--- config.mk ---
export PLATFORM = sky130hd
export DESIGN_NAME = bts_skip_unit
export DESIGN_NICKNAME = d
export VERILOG_FILES = /design/src/rtl/bts_pkg.sv /design/src/rtl/bts_decode.sv /design/src/rtl/bts_bitsel.sv /design/src/rtl/bts_ctrl.sv /design/src/rtl/bts_skip_unit.sv
export SDC_FILE = /design/constraint.sdc
export NUM_CORES = 1
export LEC_CHECK = 0
export ABC_CLOCK_PERIOD_IN_PS = 5000
export BUFFER_PORTS_ARGS = -buffer_cell sky130_fd_sc_hd__buf_2
export CAP_MARGIN = 15
export CORE_AREA = 2 2 39 41
export DETAILED_ROUTE_END_ITERATION = 10
export DIE_AREA = 0 0 41 43
export GPL_ROUTABILITY_DRIVEN = 0
export PLACE_DENSITY_LB_ADDON = 0.3
export SLEW_MARGIN = 20
export SYNTH_ARGS = -nofsm -noshare
export SYNTH_HDL_FRONTEND = slang
export SYNTH_HIERARCHICAL = 1
export SYNTH_SLANG_ARGS = --single-unit
--- constraint.sdc ---
create_clock -name clk -period 5 [get_ports clk]
set_input_delay 1 -clock clk [delete_from_list [all_inputs] [get_ports clk]]
set_output_delay 1 -clock clk [all_outputs]
set_load 0.005 [all_outputs]
--- src/rtl/bts_pkg.sv ---
package bts_pkg;
    typedef enum logic [1:0] {
        OPC_NONE  = 2'b00,
        OPC_SKIP1 = 2'b01,
        OPC_SKIP0 = 2'b10,
        OPC_RSVD  = 2'b11
    } opc_e;

    typedef enum logic {
        ST_EVAL = 1'b0,
        ST_PEND = 1'b1
    } skip_st_e;
endpackage

--- src/rtl/bts_decode.sv ---
module bts_decode
    import bts_pkg::*;
(
    input  logic [1:0] op_i,
    output logic       is_test_o,
    output logic       want_one_o
);
    opc_e opc;

    always_comb begin
        opc        = opc_e'(op_i);
        is_test_o  = 1'b0;
        want_one_o = 1'b0;
        unique case (opc)
            OPC_SKIP1: begin
                is_test_o  = 1'b1;
                want_one_o = 1'b1;
            end
            OPC_SKIP0: begin
                is_test_o  = 1'b1;
                want_one_o = 1'b0;
            end
            OPC_NONE, OPC_RSVD: begin
                is_test_o  = 1'b0;
                want_one_o = 1'b0;
            end
        endcase
    end
endmodule

--- src/rtl/bts_bitsel.sv ---
module bts_bitsel #(
    parameter int DATA_W = 8,
    localparam int IDX_W = $clog2(DATA_W)
) (
    input  logic [DATA_W-1:0] data_i,
    input  logic [IDX_W-1:0]  idx_i,
    output logic              bit_o
);
    logic [DATA_W-1:0] hit;

    for (genvar g = 0; g < DATA_W; g++) begin : g_lane
        assign hit[g] = data_i[g] & (idx_i == IDX_W'(g));
    end

    assign bit_o = |hit;
endmodule

--- src/rtl/bts_ctrl.sv ---
module bts_ctrl
    import bts_pkg::*;
(
    input  logic clk,
    input  logic rst_n,
    input  logic slot_valid_i,
    input  logic is_test_i,
    input  logic cond_met_i,
    output logic squash_o,
    output logic pend_o,
    output logic take_o
);
    skip_st_e state_q, state_d;

    always_ff @(posedge clk or negedge rst_n) begin
        if (!rst_n) state_q <= ST_EVAL;
        else        state_q <= state_d;
    end

    always_comb begin
        state_d  = state_q;
        squash_o = 1'b0;
        pend_o   = 1'b0;
        take_o   = 1'b0;
        unique case (state_q)
            ST_EVAL: begin
                take_o = slot_valid_i & is_test_i & cond_met_i;
                if (take_o) state_d = ST_PEND;
            end
            ST_PEND: begin
                pend_o   = 1'b1;
                squash_o = slot_valid_i;
                if (slot_valid_i) state_d = ST_EVAL;
            end
        endcase
    end
endmodule

--- src/rtl/bts_skip_unit.sv ---
module bts_skip_unit #(
    parameter int ADDR_W = 7,
    parameter int DATA_W = 8,
    localparam int IDX_W = $clog2(DATA_W)
) (
    input  logic              clk,
    input  logic              rst_n,
    input  logic              slot_valid_i,
    input  logic [1:0]        op_i,
    input  logic [ADDR_W-1:0] reg_addr_i,
    input  logic [IDX_W-1:0]  bit_sel_i,
    input  logic [DATA_W-1:0] rd_data_i,
    output logic [ADDR_W-1:0] rd_addr_o,
    output logic              squash_o,
    output logic              skip_pend_o,
    output logic              two_cyc_o
);
    logic is_test, want_one, sel_bit, cond_met;

    assign rd_addr_o = reg_addr_i;

    bts_decode u_dec (
        .op_i       (op_i),
        .is_test_o  (is_test),
        .want_one_o (want_one)
    );

    bts_bitsel #(.DATA_W(DATA_W)) u_sel (
        .data_i (rd_data_i),
        .idx_i  (bit_sel_i),
        .bit_o  (sel_bit)
    );

    assign cond_met = ~(sel_bit ^ want_one);

    bts_ctrl u_ctrl (
        .clk          (clk),
        .rst_n        (rst_n),
        .slot_valid_i (slot_valid_i),
        .is_test_i    (is_test),
        .cond_met_i   (cond_met),
        .squash_o     (squash_o),
        .pend_o       (skip_pend_o),
        .take_o       (two_cyc_o)
    );
endmodule

==> summary.txt <==
Status
  • Status: complete, no violations

Hold path
  • Hold Crit Endpoint: u_ctrl/state_q
  • Worst hold path class: flop to flop
  • Hold Startpoint: u_ctrl/state_q
  • Hold-critical path depth: 1

Global route
  • Vias in the first global route: ~150
  • Tot GR Track Use: 3.42%
  • Met2 usage: 6.88%
  • GRT overflow: 0
  • GR peak layer: met2
  • Initial antenna violation count: 0
  • Largest net degree at the start of global routing: 5
  • First-pass GRT wire length: 455 um
  • Met3 Track Usage GR: 0%
  • GR Util met1: 3.87%

STA
  • Layout Skew: 0 ns
  • Rel. slew slack: 92.7%
  • Peak Freq: 297 MHz
  • Worst-Margin Slew: 0.109 ns
  • Final Hold Vio Count: 0
  • Final WS setup: 1.63 ns
  • Final hold slack: 0.512 ns
  • Final critical-path share of the clock period: 67.4%
  • Setup-failing EPs final: 0
  • Period minus WS final: 3.37 ns
  • Max Slew Vio Count: 0
  • Setup_tns: 0 ns
  • RSZ-0062 raised after global routing: no

Placed design
  • # port buffers: 18
  • DP Worst Slack: 1.61 ns
  • HPWL after DPL: ~320 um
  • Inst Count DP: 46

CTS
  • Cts repair resizes: 0
  • Post-CTS Setup Inserts: 0
  • Post-cts hold buffer count: 0
  • CTS clock-pin slew for the worst setup and hold paths: 0 ns
  • Clock Latency Late Sink: 0 ns

Setup path
  • Worst r2r path cells: 2
  • CP Class: input pin to output pin
  • FF-to-FF Start: u_ctrl/state_q
  • Reg2reg setup slack: around 4.2 ns
  • Worst r2r dst: u_ctrl/state_q
  • WP data arrival: 2.37 ns
  • Worst Setup Start Kind: input pin
  • Endpoint class of the critical path: output pin
  • Required time of the critical path: approximately 4.0 ns
  • CP max FO: 2

Route
  • Drt pass-1 iters: 1
  • Residual DRC count: 0
  • Iteration-0 DRC Markers: 0
  • Vias: approximately 170
  • Detailed Route WL: 317 um
  • Vias per inst: 3.78
  • Antenna Nets Post-Route: 0
  • Routed WL per cell: 6.89 um

Power and ir drop
  • Pwr per Cell Area: between 100 and 150 nW/um^2
  • Leak: 0.157 nW
  • VDD IR max: 0.0338 mV
  • Total Power: roughly 28 uW

Logic synthesis
  • Mapped Cells: 19
  • Synth Warn #: 6
  • Area contributors post-synth: buf_4 26%, mux4_1 26%, dfrtp_1 13%
  • Syn nets: 43
  • Register area share after synthesis: about an eighth
  • Yosys top cell area share: between 20% and 30%
  • FF+latch count, synth: 1
  • Cell taking the most area after synthesis: buf_4
  • Post-Synthesis Cell Area: 199 um^2
  • Post-synthesis area per instance: 10.5 um^2
  • Synth cell types: 10

Final layout
  • Layout net count: 56
  • Ant diodes: 0
  • Layout cells sized above 1: about 67%
  • Largest Register: u_ctrl/state_q
  • Top flop regs: u_ctrl/state_q: 1 flops
  • Final Non-Filler Cells: 46
  • Fill cell count: 146
  • Area growth syn-to-layout: 28.9%
  • Largest register FFs: 1

Floorplan
  • Chip height: 43 um
  • FP Rows: 14
  • Chip Width: between 40 and 50 um
  • Die area: approximately 1800 um^2
  • Initial Utilization: 14.4%
  • Core box area: 1380 um^2
  • Num ports: 33

Flow run
  • Max-cap violations: 0
==> layout by cell type (no fill, tap or decap) <==
master   count
a21o_1       1
and2_2       1
and4b_1      1
buf_2       18
dfrtp_1      1
ha_1         1
inv_1        3
mux2_2       1
mux4_1       2
xnor2_1      1
==> worst max-delay path, cell delays in order <==
cell     delay (ns)
buf_2          0.10
mux4_1         0.53
mux2_2         0.28
xnor2_1        0.12
and4b_1        0.22
buf_2          0.12
==> metrics by stage <==
stage	utilization, %	cell area (um^2)
2_1_floorplan	-	199
3_3_place_gp	18.5	256
3_5_place_dp	18.5	256
4_1_cts	18.5	256
5_1_grt	18.5	256
6_report	18.5	256
==> how the worst max path moves through the flow <==
stage,endpoint,slack (ns),from
after floorplan,two_cyc_o,1.87,bit_sel_i[1]
after global placement,two_cyc_o,1.61,bit_sel_i[1]
after detailed placement,two_cyc_o,1.61,bit_sel_i[1]
after CTS,two_cyc_o,1.61,bit_sel_i[1]
after global routing,two_cyc_o,1.54,bit_sel_i[1]
final,two_cyc_o,1.63,bit_sel_i[1]
==> cells in the mapped netlist, drive strengths merged <==
cell	instances
mux4	2
mux2	1
buf	7
inv	3
dfrtp	1
ha	1
a21o	1
and2	1
xnor2	1
and4b	1
==> layer usage <==
metal,wire length (um),share of wire [%]
met3,48,15
met1,103,32
met2,165,52
met4,0,0
met5,0,0
==> area by class of cell <==
class                           instances  area (um^2)  share of cell area, %
Multi-Input combinational cell          8          110                   42.9
Timing Repair Buffer                   18         90.1                   35.1
Sequential cell                         1         25.0                   9.76
Inverter                                3         11.3                   4.39
Tap cell                               16         20.0                   7.80
==> kinds of logic (layout without fill, tap and decap cells) <==
logic type / after synthesis / in the layout / synth area share, %
compound gates: 1 / 1 / 3.77
xor+xnor: 1 / 1 / 4.40
fa+ha+maj: 1 / 1 / 6.29
buf+inv: 10 / 21 / 32.1
flops: 1 / 1 / 12.6
mux: 3 / 3 / 32.1
simple gates: 2 / 2 / 8.81
==> where the power goes <==
group	internal [mW]	switching [mW]
clock network	0	0
registers	0.00951	0.00112
logic	0.0122	0.00545
total	0.0217	0.00657
Note: power is estimated with default switching activity, not from simulation.
